===== config.mk =====
export PLATFORM = sky130hd
export DESIGN_NAME = can_freeze_seq
export DESIGN_NICKNAME = d
export VERILOG_FILES = /design/src/rtl/fz_pkg.sv /design/src/rtl/fz_rst_sync.sv /design/src/rtl/fz_req_decode.sv /design/src/rtl/fz_safe_detect.sv /design/src/rtl/fz_fsm.sv /design/src/rtl/can_freeze_seq.sv
export SDC_FILE = /design/constraint.sdc
export NUM_CORES = 1
export LEC_CHECK = 0
export BUFFER_PORTS_ARGS = -buffer_cell sky130_fd_sc_hd__buf_4
export CELL_PAD_IN_SITES_DETAIL_PLACEMENT = 0
export CELL_PAD_IN_SITES_GLOBAL_PLACEMENT = 1
export CORE_AREA = 2 2 39 41
export CTS_BUF_LIST = sky130_fd_sc_hd__clkbuf_16
export CTS_CLUSTER_DIAMETER = 30
export DETAILED_ROUTE_END_ITERATION = 8
export DIE_AREA = 0 0 41 43
export GPL_TIMING_DRIVEN = 0
export PLACE_DENSITY_LB_ADDON = 0.1
export SYNTH_ARGS = -nofsm -noshare
export SYNTH_HDL_FRONTEND = slang
export SYNTH_HIERARCHICAL = 1
export SYNTH_SLANG_ARGS = --single-unit

===== constraint.sdc =====
create_clock -name clk -period 1.7 [get_ports clk]
set_input_delay 0.17 -clock clk [delete_from_list [all_inputs] [get_ports clk]]
set_output_delay 0.17 -clock clk [all_outputs]
set_load 0.02 [all_outputs]

===== src/rtl/fz_pkg.sv =====
`timescale 1ns/1ps
package fz_pkg;

  localparam int PHASE_W = 3;

  typedef enum logic [PHASE_W-1:0] {
    BP_IDLE      = 3'd0,
    BP_FRAME     = 3'd1,
    BP_INTERMIS  = 3'd2,
    BP_ERR_PASS  = 3'd3,
    BP_BUS_OFF   = 3'd4
  } bus_phase_e;

  typedef enum logic [1:0] {
    SQ_RUN    = 2'd0,
    SQ_WAIT   = 2'd1,
    SQ_FROZEN = 2'd2
  } seq_state_e;

endpackage


===== src/rtl/fz_rst_sync.sv =====
`timescale 1ns/1ps
module fz_rst_sync #(
  parameter int STAGES = 2
) (
  input  logic clk,
  input  logic rst_n_async,
  output logic rst_n_sync
);

  logic [STAGES-1:0] chain_q;

  always_ff @(posedge clk or negedge rst_n_async) begin
    if (!rst_n_async) chain_q <= '0;
    else              chain_q <= {chain_q[STAGES-2:0], 1'b1};
  end

  assign rst_n_sync = chain_q[STAGES-1];

endmodule


===== src/rtl/fz_req_decode.sv =====
`timescale 1ns/1ps
module fz_req_decode (
  input  logic halt_req,
  input  logic freeze_en,
  input  logic debug_mode,
  output logic req
);

  // Either source asks for a freeze; the enable gates both.
  always_comb begin
    req = freeze_en & (halt_req | debug_mode);
  end

endmodule


===== src/rtl/fz_safe_detect.sv =====
`timescale 1ns/1ps
module fz_safe_detect
  import fz_pkg::*;
#(
  parameter int N_MOVERS = 2
) (
  input  logic [PHASE_W-1:0]  proto_state,
  input  logic [N_MOVERS-1:0] move_busy,
  output logic                safe_ok
);

  logic phase_safe;
  logic [N_MOVERS:0] idle_chain;

  // only quiet protocol phases allow a stop.
  always_comb begin
    case (proto_state)
      BP_IDLE, BP_INTERMIS, BP_ERR_PASS, BP_BUS_OFF: phase_safe = 1'b1;
      default:                                       phase_safe = 1'b0;
    endcase
  end

  // every mover must be idle; built as a ripple AND across the engines.
  assign idle_chain[0] = 1'b1;
  for (genvar g = 0; g < N_MOVERS; g++) begin : g_mover
    assign idle_chain[g+1] = idle_chain[g] & ~move_busy[g];
  end

  assign safe_ok = phase_safe & idle_chain[N_MOVERS];

endmodule


===== src/rtl/fz_fsm.sv =====
`timescale 1ns/1ps
module fz_fsm
  import fz_pkg::*;
(
  input  logic clk,
  input  logic rst_n,
  input  logic req,
  input  logic safe_ok,
  output logic frozen_q,
  output logic bit_go
);

  seq_state_e state_q, state_d;
  logic       state_en;
  logic       in_frozen;
  logic       run_q;

  // Next-state logic
  always_comb begin
    state_d = state_q;
    case (state_q)
      SQ_RUN:    if (req) state_d = SQ_WAIT;
      SQ_WAIT:   if (!req) state_d = SQ_RUN;
                 else if (safe_ok) state_d = SQ_FROZEN;
      SQ_FROZEN: if (!req) state_d = SQ_RUN;
      default:   state_d = SQ_RUN;
    endcase
  end

  assign state_en  = (state_d != state_q);
  assign in_frozen = (state_q == SQ_FROZEN);

  // State register
  always_ff @(posedge clk or negedge rst_n) begin
    if (!rst_n)        state_q <= SQ_RUN;
    else if (state_en) state_q <= state_d;
  end

  // Output stage: one cycle behind the state
  always_ff @(posedge clk or negedge rst_n) begin
    if (!rst_n)                     frozen_q <= 1'b0;
    else if (frozen_q != in_frozen) frozen_q <= in_frozen;
  end

  // Prescaler-running history for the protocol release
  always_ff @(posedge clk or negedge rst_n) begin
    if (!rst_n)                     run_q <= 1'b0;
    else if (run_q != ~frozen_q)    run_q <= ~frozen_q;
  end

  assign bit_go = ~frozen_q & run_q;

  // Frozen is entered only from a cycle with request and safe conditions together
  assert_entry_safe_R4: assert property (@(posedge clk) disable iff (!rst_n)
    $rose(in_frozen) |-> $past(req && safe_ok));

  // Acknowledge stage follows entry by one clock
  assert_ack_lag_R4: assert property (@(posedge clk) disable iff (!rst_n)
    $rose(in_frozen) |=> frozen_q);

  // Acknowledge is never raised after two cycles without a request
  assert_no_ack_unrequested_R9: assert property (@(posedge clk) disable iff (!rst_n)
    (!req && $past(!req)) |=> !frozen_q);

  // Protocol release needs the prescaler to have run the cycle before
  assert_go_after_presc_R8: assert property (@(posedge clk) disable iff (!rst_n)
    $fell(frozen_q) |-> !bit_go);

  // Leaving the frozen state clears the output stage on the next edge
  assert_exit_clears_R7: assert property (@(posedge clk) disable iff (!rst_n)
    $fell(in_frozen) |=> !frozen_q);

endmodule


===== src/rtl/can_freeze_seq.sv =====
`timescale 1ns/1ps
module can_freeze_seq
  import fz_pkg::*;
#(
  parameter int N_MOVERS = 2
) (
  input  logic                clk,
  input  logic                rst_n,
  input  logic                halt_req,
  input  logic                freeze_en,
  input  logic                debug_mode,
  input  logic [PHASE_W-1:0]  proto_state,
  input  logic [N_MOVERS-1:0] move_busy,
  output logic                presc_en,
  output logic                tx_recessive,
  output logic                rx_ignore,
  output logic                ecr_wr_en,
  output logic                not_ready,
  output logic                freeze_ack,
  output logic                bit_engine_go
);

  logic rst_n_int;
  logic req;
  logic safe_ok;
  logic frozen_q;
  logic bit_go;

  fz_rst_sync #(.STAGES(2)) u_rst (
    .clk         (clk),
    .rst_n_async (rst_n),
    .rst_n_sync  (rst_n_int)
  );

  fz_req_decode u_req (
    .halt_req   (halt_req),
    .freeze_en  (freeze_en),
    .debug_mode (debug_mode),
    .req        (req)
  );

  fz_safe_detect #(.N_MOVERS(N_MOVERS)) u_safe (
    .proto_state (proto_state),
    .move_busy   (move_busy),
    .safe_ok     (safe_ok)
  );

  fz_fsm u_fsm (
    .clk      (clk),
    .rst_n    (rst_n_int),
    .req      (req),
    .safe_ok  (safe_ok),
    .frozen_q (frozen_q),
    .bit_go   (bit_go)
  );

  // Frozen-state controls
  assign presc_en      = ~frozen_q;
  assign tx_recessive  = frozen_q;
  assign rx_ignore     = frozen_q;
  assign ecr_wr_en     = frozen_q;
  assign not_ready     = frozen_q;
  assign freeze_ack    = frozen_q;
  assign bit_engine_go = bit_go;

  // Error counters open only while the acknowledge is high
  assert_ecr_only_frozen_R6: assert property (@(posedge clk) disable iff (!rst_n_int)
    ecr_wr_en |-> (freeze_ack && !bit_engine_go));

  // A frozen controller keeps the line quiet and the prescaler stopped
  assert_frozen_pins_R5: assert property (@(posedge clk) disable iff (!rst_n_int)
    freeze_ack |-> (!presc_en && tx_recessive && rx_ignore));

endmodule


# Yosys cells after proc, flatten, opt, wreduce, memory -nomap -nowiden
# Index checks and enable logic that the tools add are counted.
dict set report word_totals {
  register_bits 6
  latch_bits 0
  ram_bits 0
  mem_bits_ro 0
  output_inout_bits 7
  elab_cells 29
  mem_count 0
}
dict set report op_classes {
  addsub 0
  mul 0
  div 0
  n_lt_le_gt_ge 0
  eq_ne 8
  shifts 0
  muxes 6
  bitwise 8
  reduce_logical 3
}
# cell n
set ops {}
lappend ops {{two-way mux 2 bit} 4}
lappend ops {{== test 3 x 2 -> 1 bit, second input constant} 2}
lappend ops {{case mux 2 bit (3 select lines)} 1}
lappend ops {{bitwise AND 1 bit} 4}
lappend ops {{OR reduction 4 bit} 1}
lappend ops {{== test 3 bit, second input constant} 1}
lappend ops {{zero test 3 bit} 1}
lappend ops {{inverter 1 bit} 3}
lappend ops {{== test 2 x 1 -> 1 bit, second input constant} 1}
lappend ops {{== test 2 bit, second input constant} 1}
lappend ops {{zero test 2 bit} 1}
lappend ops {{!= test 1 bit} 2}
lappend ops {{!= test 2 bit} 1}
lappend ops {{two-way mux 1 bit} 1}
lappend ops {{OR 1 bit} 1}

# Logic depth before layout (Yosys ltp)
# Gate-level depths: netlist of the first run.
dict set report logic_depth {
  depth_word 8
  ltp_mapped 4
  mapped_depth_nobuf 4
}

# Hierarchy
# The synthesis of the first run kept the hierarchy.
# mod n_inst cells_per_inst area_each_um2 seq_area_each_um2
set modules_own_cells {}
lappend modules_own_cells {fz_fsm 1 12 168.9 100.1}
lappend modules_own_cells {fz_rst_sync 1 3 53.8 50.0}
lappend modules_own_cells {can_freeze_seq 1 5 33.8 0.0}
lappend modules_own_cells {fz_safe_detect 1 2 21.3 0.0}
lappend modules_own_cells {fz_req_decode 1 1 7.5 0.0}

# Worst setup path after synthesis of the first run
# Ideal clock, no wire load.
dict set report synth_timing {
  path_kind {reg-to-reg}
  from {register u_fsm.frozen_q}
  to {register u_fsm.run_q}
  setup_ns 0.125
  t_arrival_ns 1.188
  t_required_ns 1.575
  path_slack_ns 0.387
  stages_incl_launch_ff 4
  path_buffers 0
  path_cell_list {dfrtp_1 -> inv_1 -> ha_1 -> mux2_2}
}
dict set report synth_via {
  elab_chain_cells 2
}
# item line
set synth_lines {}
lappend synth_lines {{start, declared} fz_fsm.sv:9} ;# output logic frozen_q,
lappend synth_lines {{start signal, assigned} fz_fsm.sv:42} ;# else if (frozen_q != in_frozen) frozen_q <= in_frozen;
lappend synth_lines {{inverter 1 bit (*)} fz_fsm.sv:48} ;# else if (run_q != ~frozen_q) run_q <= ~frozen_q;
lappend synth_lines {{!= test 1 bit} fz_fsm.sv:48}
lappend synth_lines {{end signal, assigned} fz_fsm.sv:48}
lappend synth_lines {{end, declared} fz_fsm.sv:16} ;# logic run_q;
# Every way passes the cells marked *; elsewhere a longest branch is shown, timed or not.
# A chain may end at the register's enable or synchronous reset.

# Worst setup path in the final report of the first run
dict set report layout_timing {
  from {register u_fsm.frozen_q}
  to {output port bit_engine_go}
}
dict set report layout_via {
  elab_chain_cells 2
}
# item line
set layout_lines {}
lappend layout_lines {{inverter 1 bit} fz_fsm.sv:51} ;# assign bit_go = ~frozen_q & run_q;
lappend layout_lines {{bitwise AND 1 bit} fz_fsm.sv:51}
lappend layout_lines {{end, declared} can_freeze_seq.sv:20} ;# output logic bit_engine_go
# No other way between the ends.

==> results.md, run 1 <==
- Status: complete, no violations
- MaxCap Viol Count: 0
- Power Density: 1110 nW/µm²
- Fin area: 510 µm²
- Via density: 3.78
- Inst Count DP: between 50 and 60
- GRT met1 Usage: 7.62%
- DRT iter0 DRCs: 0
- Commonest non-fill, non-tap cell in the layout: buf_4
- Post-CTS setup repair buffer count: 0
- # port buffers: 16
- Syn_nets: 34
- Largest net degree at the start of global routing: 8
- Final Setup Violations: 0
- M2 GR Usage: between 10% and 20%
- Reg2Reg Launch Point: u_fsm/frozen_q$_DFFE_PN0P_
- Worst Skew: 0.00244 ns
- Final period util: 74.2%
- CTS clk-pin slew, worst paths: 0.03 ns
- Startpoint Class: register
- Sequential area share after synthesis: a little over half
- Wire per inst: 8.85 µm
- Boundary Pins: 17
- Drt drc: 0
- YS warnings: 6
- Post-place setup slack: 0.452 ns
- Critical Setup Path Class: reg -> out
- Crit. End Element: output port
- Post-DP Area: around 430 µm²
- R2R setup slack: 0.46 ns
- Initial antenna violation count: 0
- Total Die Area: 1760 µm²
- Vias in the first global route: 212
- Fill cells: ~140
- DRT antenna net count: 0
- First-pass GRT wire length: approximately 820 µm
- CTS tree: yes
- Diodes inserted: 0
- H-tree Lvls: 1
- Number of buffers on the longest clock path: 2
- Synthesized area per cell: 12.4 µm²
- Layout cell share with drive strength beyond 1: 60.5%
- Distinct cell type count after synthesis: 13
- Setup Total Neg Slack: 0 ns
- Worst R2R Path Depth: 3
- Area delta synth->final: 78.9%
- Most frequent cells in the layout: buf_4, dfrtp_1, clkbuf_16
- Slew Viols, Final: 0
- Worst Path Required: 1.53 ns
- Worst hold path class: reg -> async
- Max FO, Critical Path: 7
- Worst Path Arrival: roughly 1.1 ns
- Final non-filler cell total: around 60
- Detailed-route via count: approximately 220
- Max Freq: 0.793 GHz
- Final hold violation count: 0
- Final worst slack: 0.438 ns
- Die span in y: 43 µm
- Initial Util: between 20% and 30%
- Grt ovf: 0
- # nets final: 56
- Area occupied by multi-input gates: between 90 and 100 µm²
- Rows: 14
- Crit path time final: 1.26 ns
- Detailed placement HPWL: 418 µm
- Core Box Area: ~1400 µm²
- Total CTS buffers: 3
- Busiest grt layer: met2
- Reg area: 150 µm²
- Skew-Pair Late Insertion Delay: 0.22 ns
- RSZ-0062 raised after global routing: false
- IR drop worst, VDD: approximately 0.00054 V
- Gr usage total: 7.40%
- Hold slack: about 0.053 ns
- Final WL: ~520 µm
- Die extent in x: around 41 µm
- Post-Syn Area: between 200 and 300 µm²
- Leakage: about 0.25 nW
- Syn Inst Count: 23
- Pre-antenna DRT Iters: 1
- Worst R2R End: u_fsm/run_q$_DFFE_PN0P_
- Num Clock Sinks: 6
- GRT met3 Usage: about 3.7%
- #FFs+latches synth: 6
- Final cell utilization of the core: 36.9%
- Post-layout total power: 568 µW
- GP Congestion: approximately 0.73
- Clock tree root driver cell: clkbuf_16
[Yosys cell counts]
library cell  count  share of area, %
a2111oi_2         1               5.3
a21oi_1           1               1.8
a2bb2o_4          1               7.0
buf_4             4                11
conb_1            1               1.3
dfrtp_1           6                53
ha_1              1               4.4
inv_1             2               2.6
mux2_2            1               3.9
nand2_1           1               1.3
nand2b_1          1               2.2
nor2b_1           2               4.4
o21a_1            1               2.6
[final cells by class]
class / instances / area share [%]
Timing Repair Buffer: 17 / 25.5
Clock buffer: 3 / 14.7
Multi-Input combinational cell: 11 / 19.1
Tap cell: 16 / 3.92
Sequential cell: 6 / 29.4
Inverter: 2 / 1.47
Buffer: 4 / 5.88
[registers in the layout, indices dropped and copies added (netlist names)]
| name | count |
|---|---|
| u_fsm/frozen_q | 1 |
| u_fsm/run_q | 1 |
| u_fsm/state_q | 2 |
| u_rst/chain_q | 2 |
[cell families after synthesis]
group	after synthesis	synth area share, %
fa+ha+maj	1	4.39
compound gates	4	16.7
other cells	1	1.31
buf+inv	6	13.2
simple gates	4	7.89
mux	1	3.95
flops	6	52.6
[worst max-delay path, cell delays in order (launching register included)]
cell	delay (ns)
dfrtp_1	0.44
inv_1	0.08
ha_1	0.19
buf_4	0.15
[worst max path at each step]
stage                     depth (start not counted)  slack [ns]                 endpoint                       start
after global routing                              3        0.39            bit_engine_go  u_fsm/frozen_q$_DFFE_PN0P_
after detailed placement                          3        0.45  u_fsm/run_q$_DFFE_PN0P_  u_fsm/frozen_q$_DFFE_PN0P_
after global placement                            3        0.48  u_fsm/run_q$_DFFE_PN0P_  u_fsm/frozen_q$_DFFE_PN0P_
after CTS                                         3        0.43            bit_engine_go  u_fsm/frozen_q$_DFFE_PN0P_
after floorplan                                   3        0.39  u_fsm/run_q$_DFFE_PN0P_  u_fsm/frozen_q$_DFFE_PN0P_
final                                             3        0.44            bit_engine_go  u_fsm/frozen_q$_DFFE_PN0P_
[where the power goes]
group / internal (mW) / switching, mW
clock: 0.301 / 0.0695
sequential: 0.150 / 0.00448
combinational: 0.0276 / 0.0161
[routing by layer]
metal  wire [µm]  vias to the layer above
met5           0                        -
met2         242                       14
met1         209                       98
met4           0                        0
li1            -                      111
met3          71                        0
[repair_timing]
action                                 in CTS  in global routing
hold buffers                                1                  0
gates resized for setup                     0                  0
endpoints found under the hold margin       2                  0
Note: power is estimated with default switching activity, not from simulation.
==> run 2: changes to the inputs <==
Clock period 1.7 ns to 1.1 ns, I/O delays scaled along.
==> run 2 against run 1 <==
The flow now finishes with violations (setup timing). First-iteration DRC count grew 1. Sequential share of layout area shrank 1.5 points. Critical path depth stayed put. Clock skew grew 0.0029 ns. Global-route usage grew 0.70 points. Flip-flop and latch count unchanged. Die area unchanged. Highest routed layer unchanged. Via count is 2.2% higher. Cell count is 3.4% higher.
==> results.md, run 2 (synthesized netlist as in run 1, its figures left out) <==
- Status: finished with violations (was complete, no violations)
- Violated checks: setup timing
- Die span in y: 43 µm (unchanged)
- MaxCap Viol Count: 0 (unchanged)
- Total CTS buffers: 3 (unchanged)
- GP Congestion: 0.635 (was 0.735)
- Drt drc: 0 (unchanged)
- Vias in the first global route: 223 (was 212)
- Final WL: 580 µm (was 522 µm)
- Via density: 3.74 (was 3.78)
- Diodes inserted: 0 (unchanged)
- Top Registers: u_fsm/state_q: 2 flops, u_rst/chain_q: 2 flops (unchanged)
- Final hold violation count: 0 (unchanged)
- Initial antenna violation count: 0 (unchanged)
- IR drop worst, VDD: 0.000792 V (was 0.000544 V)
- Rows: 14 (unchanged)
- Worst path bufs/invs: 1 (was 2)
- Most frequent cells in the layout: buf_4, dfrtp_1, clkbuf_16 (unchanged)
- Worst hold path class: reg -> async (unchanged)
- Gr usage total: 8.10% (was 7.40%)
- CTS tree: yes (unchanged)
- Largest net degree at the start of global routing: 8 (unchanged)
- Detailed-route via count: 228 (was 223)
- Max Freq: 0.873 GHz
- Boundary Pins: 17 (unchanged)
- Grt ovf: 0 (unchanged)
- Critical Setup Path Class: reg -> reg (was reg -> out)
- First-pass GRT wire length: 903 µm (was 821 µm)
- Power Density: 1670 nW/µm² (was 1110 nW/µm²)
- Crit. End Element: register (was output port)
- Initial Util: 20.6% (unchanged)
- Slew Viols, Final: 0 (unchanged)
- Max FO, Critical Path: 7 (unchanged)
- Num Clock Sinks: 6 (unchanged)
- Crit path time final: 1.15 ns
- # nets final: 57 (was 56)
- Commonest non-fill, non-tap cell in the layout: buf_4 (unchanged)
- Final non-filler cell total: 61 (was 59)
- Crit path max-delay family: flip-flops (unchanged)
- Leakage: 0.262 nW (was 0.246 nW)
- Final worst slack: -0.0451 ns (was 0.438 ns)
- Clock tree root driver cell: clkbuf_16 (unchanged)
- Hold slack: 0.0514 ns (was 0.0533 ns)
- Die extent in x: 41 µm (unchanged)
- Pre-antenna DRT Iters: 2 (was 1)
- Final Setup Violations: 1 (was 0)
- Wire per inst: 9.51 µm (was 8.85 µm)
- # port buffers: 16 (unchanged)
- DRT antenna net count: 0 (unchanged)
- Core Box Area: 1380 µm² (unchanged)
- Layout cell share with drive strength beyond 1: 66.7% (was 60.5%)
- Number of buffers on the longest clock path: 2 (unchanged)
- Fill cells: 143 (was 141)
- Area occupied by multi-input gates: 114 µm² (was 97.6 µm²)
- Skew-Pair Late Insertion Delay: 0.23 ns (was 0.22 ns)
- Detailed placement HPWL: 414 µm (was 418 µm)
- Total Die Area: 1760 µm² (unchanged)
- Inst Count DP: 55 (unchanged)
- Area delta synth->final: 90.4% (was 78.9%)
- Worst Path Arrival: 1.25 ns (was 1.09 ns)
- DRT iter0 DRCs: 1 (was 0)
- CTS clk-pin slew, worst paths: 0.04 ns (was 0.03 ns)
- Reg area: 151 µm² (was 150 µm²)
- Startpoint Class: register (unchanged)
- CP peak stage delay: 0.41 ns (was 0.44 ns)
- RSZ-0062 raised after global routing: true (was false)
- Slowest CP cell: dfrtp_2 (was dfrtp_1)
- Worst Path Required: 1.20 ns (was 1.53 ns)
- Critical-path cell list: inv_2 > ha_4 > mux2_4 (was inv_1 > ha_1 > buf_4)
- Final period util: 104%
- Worst Skew: 0.00530 ns (was 0.00244 ns)
- H-tree Lvls: 1 (unchanged)
==> run 2: layout make-up <==
cell class | count | share of cell area, %
inverter | 2 | 1.38
tap | 16 | 3.69
multi-input combinational | 11 | 21.0
clock buffer | 3 | 13.8
timing repair buffer | 18 | 26.0
clock inverter | 1 | 0.691
buffer | 4 | 5.53
sequential | 6 | 27.9
==> run 2: final timing paths <==
| check | slack [ns] | startpoint | depth (start not counted) | to |
|---|---|---|---|---|
| max | -0.05 | u_fsm/frozen_q$_DFFE_PN0P_ | 3 | u_fsm/run_q$_DFFE_PN0P_ |
| min | 0.05 | u_rst/chain_q[1]$_DFF_PN0_ | 0 | u_fsm/state_q[0]$_DFFE_PN0P_ |
| max reg2reg | -0.05 | u_fsm/frozen_q$_DFFE_PN0P_ | 3 | u_fsm/run_q$_DFFE_PN0P_ |
| min reg2reg | 0.05 | u_rst/chain_q[1]$_DFF_PN0_ | 0 | u_fsm/state_q[0]$_DFFE_PN0P_ |
| max in group asynchronous | 0.81 | rst_n | 2 | u_rst/chain_q[1]$_DFF_PN0_ |
| min in group clk | 0.21 | move_busy[1] | 3 | u_fsm/state_q[0]$_DFFE_PN0P_ |
==> run 2: report_power, final <==
part	switching [mW]	internal, mW
Clock	0.121	0.471
Combinational	0.0263	0.0470
Sequential	0.00774	0.231
Total	0.155	0.749
==> run 2: what timing repair did <==
item / 4_1_cts / 5_1_grt
hold buffers: 1 / 0
resized for setup: 1 / 0
setup endpoints to repair: 2 / 2
buffers inserted: 1 / 0
pin swaps: 1 / 1
endpoints found under the hold margin: 2 / 0
==> run 2: worst reg2reg max path, stage by stage, from the launching register on <==
cell,delay [ns]
dfrtp_2,0.41
inv_2,0.07
ha_4,0.26
mux2_4,0.28
==> run 2: layer usage <==
layer  vias to the layer above  GRT usage (%)  share of wire, %
li1                        115              -                 -
met1                       100           9.90                42
met2                        13           10.0                44
met3                         0           3.14                14
met4                         0           8.00                 0
met5                         -              0                 0
==> run 2: through the flow <==
step	cell area [µm²]	util [%]	setup TNS, ns	power [mW]	setup slack, ns
CTS	543	39.2	-0.0647	0.919	-0.0535
detailed placement	443	32.0	-0.0418	0.310	-0.0418
finish	543	39.2	-0.0451	0.905	-0.0451
floorplan	303	-	-0.0797	0.273	-0.0797
global route	543	39.2	-0.105	0.944	-0.0821
global placement	443	32.0	-0.0324	0.307	-0.0324
